--- src/rtl/spi_pr_pkg.sv ---
package spi_pr_pkg;

  // Control byte field positions (software-visible layout)
  localparam int CB_EN     = 0;
  localparam int CB_RXIE   = 1;
  localparam int CB_TXIE   = 2;
  localparam int CB_ERRIE  = 3;
  localparam int CB_MODFEN = 4;
  localparam int CB_RATE_L = 5;
  localparam int CB_MFCLR  = 7;

  // Strobes from control to datapath
  typedef struct packed {
    logic loadTx;     // capture write data into holding register
    logic loadShift;  // holding register -> shift register
    logic sample;     // latch MISO (rising SCLK)
    logic shift;      // shift left, insert sampled bit (falling SCLK)
    logic capture;    // completed byte -> receive register
    logic clear;      // partial reset of the shifter
  } dpStrobe_t;

endpackage

--- src/rtl/spi_pr_ctrl.sv ---
module spi_pr_ctrl
  import spi_pr_pkg::*;
#(
  parameter int DATA_W    = 8,
  parameter int RATE_W    = 2,
  parameter int RATE_STEP = 2
) (
  input  logic              clk,
  input  logic              rstN,
  input  logic              wrEn,
  input  logic              wrSel,
  input  logic [DATA_W-1:0] wrData,
  input  logic              rxAck,
  input  logic              ssN,
  output dpStrobe_t         strobe,
  output logic [DATA_W-1:0] ctrlOut,
  output logic              txEmpty,
  output logic              rxFull,
  output logic              overrun,
  output logic              modeFault,
  output logic              sclk,
  output logic              active,
  output logic              enable,
  output logic              rxIe,
  output logic              txIe,
  output logic              errIe
);

  localparam int BIT_W  = $clog2(DATA_W);
  localparam int HCNT_W = RATE_STEP * ((1 << RATE_W) - 1) + 1;

  logic              modfEn;
  logic [RATE_W-1:0] rate;
  logic [HCNT_W-1:0] halfCnt;
  logic [HCNT_W-1:0] halfLen;
  logic [BIT_W-1:0]  bitCnt;

  logic ctrlWr, dataWr, modfHit;
  logic halfDone, riseEv, fallEv, lastBit, startEv;

  assign halfLen  = HCNT_W'(1) << (RATE_STEP * int'(rate));
  assign ctrlWr   = wrEn && !wrSel;
  assign dataWr   = wrEn && wrSel && enable && txEmpty;
  assign modfHit  = enable && modfEn && !ssN;
  assign halfDone = active && (halfCnt >= halfLen - HCNT_W'(1));
  assign riseEv   = halfDone && !sclk;
  assign fallEv   = halfDone && sclk;
  assign lastBit  = fallEv && (bitCnt == BIT_W'(DATA_W - 1));
  assign startEv  = enable && !txEmpty && (!active || lastBit);

  always_comb begin
    strobe.loadTx    = dataWr;
    strobe.loadShift = startEv;
    strobe.sample    = riseEv;
    strobe.shift     = fallEv;
    strobe.capture   = lastBit && !rxFull;
    strobe.clear     = !enable;
  end

  always_comb begin
    ctrlOut = '0;
    ctrlOut[CB_EN]     = enable;
    ctrlOut[CB_RXIE]   = rxIe;
    ctrlOut[CB_TXIE]   = txIe;
    ctrlOut[CB_ERRIE]  = errIe;
    ctrlOut[CB_MODFEN] = modfEn;
    ctrlOut[CB_RATE_L +: RATE_W] = rate;
  end

  // Control bits and mode fault: system reset only
  always_ff @(posedge clk or negedge rstN) begin
    if (!rstN) begin
      enable    <= 1'b0;
      rxIe      <= 1'b0;
      txIe      <= 1'b0;
      errIe     <= 1'b0;
      modfEn    <= 1'b0;
      rate      <= '0;
      modeFault <= 1'b0;
    end else begin
      if (ctrlWr) begin
        enable <= wrData[CB_EN];
        rxIe   <= wrData[CB_RXIE];
        txIe   <= wrData[CB_TXIE];
        errIe  <= wrData[CB_ERRIE];
        modfEn <= wrData[CB_MODFEN];
        rate   <= wrData[CB_RATE_L +: RATE_W];
        if (wrData[CB_MFCLR]) modeFault <= 1'b0;
      end
      if (modfHit) begin
        modeFault <= 1'b1;
        enable    <= 1'b0;
      end
    end
  end

  // Receive flags: survive disable
  always_ff @(posedge clk or negedge rstN) begin
    if (!rstN) begin
      rxFull  <= 1'b0;
      overrun <= 1'b0;
    end else begin
      if (rxAck) begin
        rxFull  <= 1'b0;
        overrun <= 1'b0;
      end
      if (lastBit) begin
        if (rxFull) overrun <= 1'b1;
        else        rxFull  <= 1'b1;
      end
    end
  end

  // Transmit flag and sequencer: partial reset while disabled
  always_ff @(posedge clk or negedge rstN) begin
    if (!rstN) begin
      txEmpty <= 1'b1;
      active  <= 1'b0;
      halfCnt <= '0;
      bitCnt  <= '0;
      sclk    <= 1'b0;
    end else if (!enable) begin
      txEmpty <= 1'b1;
      active  <= 1'b0;
      halfCnt <= '0;
      bitCnt  <= '0;
      sclk    <= 1'b0;
    end else begin
      if (startEv)     txEmpty <= 1'b1;
      else if (dataWr) txEmpty <= 1'b0;

      if (startEv) begin
        active  <= 1'b1;
        halfCnt <= '0;
        bitCnt  <= '0;
        sclk    <= 1'b0;
      end else if (active) begin
        if (halfDone) begin
          halfCnt <= '0;
          sclk    <= ~sclk;
          if (fallEv) begin
            if (lastBit) active <= 1'b0;
            else         bitCnt <= bitCnt + BIT_W'(1);
          end
        end else begin
          halfCnt <= halfCnt + HCNT_W'(1);
        end
      end
    end
  end

endmodule

--- src/rtl/spi_pr_dp.sv ---
module spi_pr_dp
  import spi_pr_pkg::*;
#(
  parameter int DATA_W = 8
) (
  input  logic              clk,
  input  logic              rstN,
  input  dpStrobe_t         strobe,
  input  logic [DATA_W-1:0] wrData,
  input  logic              miso,
  output logic [DATA_W-1:0] rxData,
  output logic              txBit
);

  logic [DATA_W-1:0] txHold;
  logic [DATA_W-1:0] shiftReg;
  logic              sampled;

  assign txBit = shiftReg[DATA_W-1];

  always_ff @(posedge clk or negedge rstN) begin
    if (!rstN) begin
      txHold   <= '0;
      shiftReg <= '0;
      sampled  <= 1'b0;
      rxData   <= '0;
    end else begin
      if (strobe.loadTx) txHold <= wrData;

      if (strobe.clear) begin
        shiftReg <= '0;
        sampled  <= 1'b0;
      end else begin
        if (strobe.loadShift)  shiftReg <= txHold;
        else if (strobe.shift) shiftReg <= {shiftReg[DATA_W-2:0], sampled};
        if (strobe.sample)     sampled  <= miso;
      end

      if (strobe.capture) rxData <= {shiftReg[DATA_W-2:0], sampled};
    end
  end

endmodule

--- src/rtl/spi_pr_top.sv ---
module spi_pr_top
  import spi_pr_pkg::*;
#(
  parameter int DATA_W    = 8,
  parameter int RATE_W    = 2,
  parameter int RATE_STEP = 2
) (
  input  logic              clk,
  input  logic              rstN,
  input  logic              wrEn,
  input  logic              wrSel,
  input  logic [DATA_W-1:0] wrData,
  input  logic              rxAck,
  output logic [DATA_W-1:0] rxData,
  output logic [DATA_W-1:0] ctrlOut,
  output logic              txEmpty,
  output logic              rxFull,
  output logic              overrun,
  output logic              modeFault,
  output logic              irqRx,
  output logic              irqTx,
  output logic              irqErr,
  output logic              sclk,
  output logic              mosi,
  input  logic              miso,
  input  logic              ssN,
  output logic              portEn
);

  dpStrobe_t strobe;
  logic active, enable, rxIe, txIe, errIe, txBit;

  spi_pr_ctrl #(.DATA_W(DATA_W), .RATE_W(RATE_W), .RATE_STEP(RATE_STEP)) uCtrl (
    .clk(clk), .rstN(rstN), .wrEn(wrEn), .wrSel(wrSel), .wrData(wrData),
    .rxAck(rxAck), .ssN(ssN), .strobe(strobe), .ctrlOut(ctrlOut),
    .txEmpty(txEmpty), .rxFull(rxFull), .overrun(overrun),
    .modeFault(modeFault), .sclk(sclk), .active(active), .enable(enable),
    .rxIe(rxIe), .txIe(txIe), .errIe(errIe)
  );

  spi_pr_dp #(.DATA_W(DATA_W)) uDp (
    .clk(clk), .rstN(rstN), .strobe(strobe), .wrData(wrData),
    .miso(miso), .rxData(rxData), .txBit(txBit)
  );

  assign mosi   = active && txBit;
  assign portEn = enable;
  assign irqRx  = rxFull && rxIe;
  assign irqTx  = txEmpty && txIe;
  assign irqErr = errIe && (overrun || modeFault);

endmodule

--- config.mk ---
export PLATFORM = sky130hd
export DESIGN_NAME = spi_pr_top
export DESIGN_NICKNAME = d
export VERILOG_FILES = /design/src/rtl/spi_pr_pkg.sv /design/src/rtl/spi_pr_ctrl.sv /design/src/rtl/spi_pr_dp.sv /design/src/rtl/spi_pr_top.sv
export SDC_FILE = /design/constraint.sdc
export NUM_CORES = 1
export LEC_CHECK = 0
export BUFFER_PORTS_ARGS = -buffer_cell sky130_fd_sc_hd__buf_4
export CORE_MARGIN = 2
export CORE_UTILIZATION = 45
export CTS_CLUSTER_SIZE = 25
export DETAILED_ROUTE_END_ITERATION = 8
export HOLD_SLACK_MARGIN = 0.1
export PLACE_DENSITY_LB_ADDON = 0.1
export SETUP_SLACK_MARGIN = 0.05
export SLEW_MARGIN = 20
export SYNTH_ARGS = -nofsm -noshare
export SYNTH_HDL_FRONTEND = slang
export SYNTH_SLANG_ARGS = --single-unit
--- constraint.sdc ---
create_clock -name clk -period 3.49 [get_ports clk]
set_clock_uncertainty 0.05 [all_clocks]
set_input_delay 0.1745 -clock clk [delete_from_list [all_inputs] [get_ports clk]]
set_output_delay 0.1745 -clock clk [all_outputs]
set_load 0.02 [all_outputs]
# After elaboration in Yosys (flattened, before gate mapping)
# Cells that the tools add are included.
[op_classes]
addsub = 3
mul = 0
div = 0
order_cmp = 1
eq_ne = 7
shifts = 1
muxes = 39
bitwise = 1
reduce_logical = 30
[op_table]
columns = ["cell", "count"]
rows = [
  ["$mux 7", 4],
  ["$mux 1", 26],
  ["$mux 8", 3],
  ["$mux 3", 6],
  ["$logic_and 1x1->1", 17],
  ["$ne 3x3->1 const B", 4],
  ["$add 7x1->7 const B", 1],
  ["$ge 7x7->1", 1],
  ["$shl 1x3->7 const A", 1],
  ["$sub 7x1->7 const B", 1],
  ["$logic_not 1->1", 6],
  ["$reduce_and 2->1", 2],
  ["$reduce_and 4->1", 1],
  ["$reduce_bool 2->1", 2],
  ["$add 3x1->3 const B", 1],
  ["$eq 3x3->1 const B", 1],
  ["$ne 3x2->1 const B", 1],
  ["$logic_or 1x1->1", 2],
  ["$ne 2x2->1 const B", 1],
  ["$not 1->1", 1],
]
[totals]
regBits = 48
latch_bits = 0
mem_bits_rw = 0
mem_bits_ro = 0
inputBits = 15
out_inout_bits = 26
memories = 0

# Logic depth before layout (Yosys ltp)
[depth]
word_depth = 12
ltp_mapped = 9
ltp_nobuf = 8

# Hierarchy
# A second synthesis with hierarchy kept.
[unflattened]
hier_cells = 212
hier_area_um2 = 2373.5
[modules_own_cells]
columns = ["module", "instances", "cells_each", "area_each_um2", "seq_area_each_um2"]
rows = [
  ["spi_pr_ctrl", 1, 136, 1308.8, 576.8],
  ["spi_pr_dp", 1, 72, 1038.5, 625.6],
  ["spi_pr_top", 1, 4, 26.3, 0.0],
]

# Least setup slack after synthesis
# No wires, ideal clock.
[synth_path]
kind = "register to register"
from = "reg uCtrl.rate[0]"
to = "reg uDp.shiftReg[0]"
setup_time_ns = 0.130
arrival_ns = 2.418
slack_ns = 0.892
stages_incl_launch_ff = 9
period_less_slack_ns = 2.598
cell_sequence = "dfrtp_1 -> or2_2 -> ha_1 -> nand2b_1 -> a2111oi_4 -> o21ai_4 -> a31oi_2 -> nand2b_1 -> o21ai_0"
[synth_via]
elab_chain_len = 10
[synth_lines]
columns = ["item", "line", "text"]
rows = [
  ["start, declared", "spi_pr_ctrl.sv:33", "logic [RATE_W-1:0] rate;"],
  ["start signal, assigned", "spi_pr_ctrl.sv:87", "rate <= wrData[CB_RATE_L +: RATE_W];"],
  ["$shl 1x3->7 (*)", "spi_pr_ctrl.sv:41", "assign halfLen = HCNT_W'(1) << (RATE_STEP * int'(rate));"],
  ["$sub 7x1->7 (*)", "spi_pr_ctrl.sv:45", "assign halfDone = active && (halfCnt >= halfLen - HCNT_W'(1));"],
  ["$ge 7x7->1 (*)", "spi_pr_ctrl.sv:45", ""],
  ["$logic_and 1x1->1 (*)", "spi_pr_ctrl.sv:45", ""],
  ["$logic_and 1x1->1 (*)", "spi_pr_ctrl.sv:47", "assign fallEv = halfDone && sclk;"],
  ["$logic_and 1x1->1", "spi_pr_ctrl.sv:48", "assign lastBit = fallEv && (bitCnt == BIT_W'(DATA_W - 1));"],
  ["$logic_or 1x1->1", "spi_pr_ctrl.sv:49", "assign startEv = enable && !txEmpty && (!active || lastBit);"],
  ["$logic_and 1x1->1", "spi_pr_ctrl.sv:49", ""],
  ["$mux 8", "spi_pr_dp.sv:34", "if (strobe.loadShift) shiftReg <= txHold;"],
  ["$mux 8", "spi_pr_dp.sv:30", "if (strobe.clear) begin"],
  ["end signal, assigned", "spi_pr_dp.sv:34", ""],
  ["end signal, assigned", "spi_pr_dp.sv:35", "else if (strobe.shift) shiftReg <= {shiftReg[DATA_W-2:0], sampled};"],
  ["end, declared", "spi_pr_dp.sv:16", "logic [DATA_W-1:0] shiftReg;"],
]
# Mark *: on every way between the ends. The rest lies on a longest branch, timed or not.
# A chain may end at the register's enable or synchronous reset.

# Worst setup path after layout
[layout_path]
from = "reg uCtrl.rate[0]"
to = "reg uDp.rxData[5]"
[layout_via]
elab_chain_len = 7
[layout_lines]
columns = ["item", "line", "text"]
rows = [
  ["$shl 1x3->7", "spi_pr_ctrl.sv:41", ""],
  ["$sub 7x1->7", "spi_pr_ctrl.sv:45", ""],
  ["$ge 7x7->1", "spi_pr_ctrl.sv:45", ""],
  ["$logic_and 1x1->1", "spi_pr_ctrl.sv:45", ""],
  ["$logic_and 1x1->1", "spi_pr_ctrl.sv:47", ""],
  ["$logic_and 1x1->1", "spi_pr_ctrl.sv:48", ""],
  ["$logic_and 1x1->1", "spi_pr_ctrl.sv:56", "strobe.capture = lastBit && !rxFull;"],
  ["end signal, assigned", "spi_pr_dp.sv:39", "if (strobe.capture) rxData <= {shiftReg[DATA_W-2:0], sampled};"],
  ["end, declared", "spi_pr_dp.sv:11", "output logic [DATA_W-1:0] rxData,"],
]
# No other way between the ends.

==> results.yml <==
route:
  vias: 1650
  routed_wl_um: 4650
  routed_via_density: 5.093
  avgRoutedWirePerCell_um: 14.35
  drc: 0
  dr.pass1.iters: 4
  drt_iter0_drc: 49
  drt.antenna.violating_nets: 0
synth:
  synth_cell_types: 40
  syn-cell-area_um2: 2372
  syn-num-nets: 233
  synth_edf_count: 0
  syn_inst: 208
  ys_seq_elements: 48
  synth-warning-count: 0
  yosys_most_used_dff: "dfrtp_1"
  synthArstFlopShare_pct: 100.0
  avgSynthCellArea_um2: 11.41
  ys_seq_area_share_pct: 50.69
cells_and_area:
  design_area_um2: 2899
  nNetsFinal: 278
  num-fill-cells: 470
  drive_gt1_share_pct: 29.92
  stdcell_count: 324
  antennaDiodeCount: 0
  area_delta_synth_final_pct: 22.20
global_routing:
  grt_max_degree: 49
  busiest_layer: "met2"
  grt_pass1_wl_um: 8135
  first_global_vias: 1651
  antenna_found_initial: 0
  track_usage_pct: 17.57
  overflow: 0
  use_met2_pct: 26.90
  use_met1_pct: 24.81
  use_met3_pct: 3.436
sta:
  fmax_mhz: 353.4
  finalSetupViolations: 0
  finalCritPeriodShare_pct: 81.07
  period_minus_slack_ns: 2.829
  relSlewSlack_pct: 45.47
  slew_violations: 0
  rsz0062_at_grt: "false"
  max_slew.worst_pin.slew_ns: 0.8163
  worst_hold_slack_ns: 0.1196
  hold_viol: 0
  tns_ns: 0
floorplanning:
  die_w_um: 76.61
  start_util_pct: 46.45
  io_pins: 41
  dieArea_um2: 5868
  num_rows: 26
  coreArea_um2: 5107
  die_h_um: 76.61
power:
  intPower_mw: 0.9951
  combPwrFrac_pct: 21.9
  p_sw_share_pct: 29.00
  power.switching_mw: 0.4065
  powerDensity_nw_per_um2: 483.5
  ir_drop_mv: 0.3287
  pwr-share-seq_pct: 50.1
  p_leak_nw: 1.438
  clkPwrFrac_pct: 28.0
worst_setup_path:
  arrival_ns: 2.97
  start_kind: "flip-flop"
  path_max_fanout: 9
  cp.required_ns: 3.63
  cp-end-kind: "flip-flop"
  criticalPathCategory: "reg2reg"
cts:
  cts_inserted_buffers: 5
  cts.clk_slew.worst_paths_ns: 0.08
  clk_latency_ns: 0.30
  clockRootBuffer: "clkbuf_8"
  cts_buffer_depth: 2
  cts_tree: "done"
  clkSinkCount: 48
  cts_resized: 0
  cts-htree-levels: 2
placed_design:
  placed_area_um2: 2681
  io_buffers: 39
  gp_congestion: 0.7631
  dp_hpwl_um: 3277
  dp_cells: 305
hold_path:
  hold_class: "in2reg"
flow_run:
  maxCapViolations: 0
outcome:
  status: "finished clean"
[worst max-delay path, stage by stage (launching register included)]
cell and delay, ns:
dfrtp_1 0.42, or2_2 0.33, ha_1 0.28, nand2b_1 0.18
a2111oi_4 0.41, o21ai_4 0.15, nand2_2 0.11, or3_1 0.46
mux2_4 0.34
[stage by stage]
stage | total power [mW] | util (%) | worst slack [ns]
3_5_place_dp | 1.015 | 52.50 | 0.6289
6_report | 1.402 | 56.76 | 0.6607
5_1_grt | 1.489 | 56.76 | 0.4535
3_3_place_gp | 1.009 | 52.50 | 0.7061
4_1_cts | 1.424 | 56.76 | 0.6310
2_1_floorplan | 0.9058 | - | 0.8917
[flip-flops by register name, indices dropped and copies added (netlist names), 2 cells and up]
register,cells
uDp.rxData,8
uDp.shiftReg,8
uDp.txHold,8
uCtrl.halfCnt,7
uCtrl.bitCnt,3
uCtrl.rate,2
[cells in the final DEF (no fill, tap or decap), drive strengths merged, types with 2 or more instances in the layout]
master	netlist	routed
dfrtp	47	47
nand2	25	25
nand3	5	5
xnor2	3	3
a21o	2	2
o22ai	2	2
buf	8	41
conb	2	2
and2	3	3
dlygate4sd3	0	11
clkbuf	6	6
a21oi	3	3
nand2b	2	2
inv	6	6
o21ai	17	17
mux2	20	20
a21boi	2	2
ha	10	10
nor2	14	14
xor2	4	4
nor2b	2	2
mux2i	10	10
o21a	2	2
[power by group through the flow]
stage / Clock (mW) / Combinational [mW] / Sequential (mW)
floorplan: 0 / 0.213 / 0.693
global placement: 0 / 0.295 / 0.713
detailed placement: 0 / 0.301 / 0.715
CTS: 0.409 / 0.310 / 0.704
global route: 0.432 / 0.340 / 0.717
finish: 0.392 / 0.307 / 0.703
[metal layers]
layer | vias up | share of wire [%]
met5 | - | 0
met4 | 0 | 1.5
li1 | 796 | -
met1 | 807 | 49
met3 | 7 | 4.3
met2 | 40 | 45
[cell usage after synthesis (2+ instances only)]
library cell,n,area [µm²]
conb_1,2,7.510
inv_1,6,22.52
nand2_1,24,90.09
a21oi_1,3,15.01
o21ai_0,16,80.08
nand2b_1,2,12.51
and2_1,3,18.77
dfrtp_1,47,1176
a21o_1,2,15.01
xnor2_1,3,26.28
ha_1,10,125.1
buf_4,7,52.55
clkbuf_1,6,22.52
mux2i_1,10,100.1
nand3_1,5,25.02
xor2_1,4,35.03
nor2_1,14,52.55
nor2b_1,2,12.51
a21boi_0,2,15.01
o22ai_1,2,12.51
mux2_2,12,135.1
mux2_4,8,120.1
[cell type report]
type / instances / area, µm² / share of cell area, %
inverters: 6 / 22.52 / 0.7769
flip-flops and latches: 48 / 1202 / 41.48
multi-input cells: 140 / 1061 / 36.60
clock inverters: 2 / 35.03 / 1.208
repair buffers: 52 / 417.9 / 14.42
clock buffers: 6 / 72.57 / 2.503
well taps: 70 / 87.58 / 3.021
[final timing paths]
| kind | cells past startpoint | from | slack (ns) | to |
|---|---|---|---|---|
| max | 8 | uCtrl.rate[0] | 0.66 | uDp.rxData[5] |
| min | 3 | wrEn | 0.12 | uCtrl.txEmpty |
| max reg2reg | 8 | uCtrl.rate[0] | 0.66 | uDp.rxData[5] |
| min reg2reg | 2 | uDp.txHold[0] | 0.43 | uDp.txHold[0] |
| max in group asynchronous | 2 | rstN | 2.61 | uCtrl.halfCnt[2] |
| min in group asynchronous | 2 | rstN | 0.37 | uDp.rxData[5] |
[cells by family (layout without fill, tap and decap cells)]
logic type | Yosys count | in the layout | synth area share [%]
flops | 48 | 48 | 50.69
fa+ha+maj | 10 | 10 | 5.274
compound gates | 33 | 33 | 10.18
simple gates | 58 | 58 | 11.39
other cells | 2 | 2 | 0.3166
mux | 30 | 30 | 14.98
buf+inv | 20 | 66 | 4.588
xor+xnor | 7 | 7 | 2.584
[what timing repair did]
| item | CTS | global route |
|---|---|---|
| hold buffers | 11 | 0 |
| buffers inserted | 0 | 0 |
| endpoints found under the hold margin | 65 | 0 |
Note: power is estimated with default switching activity, not from simulation.
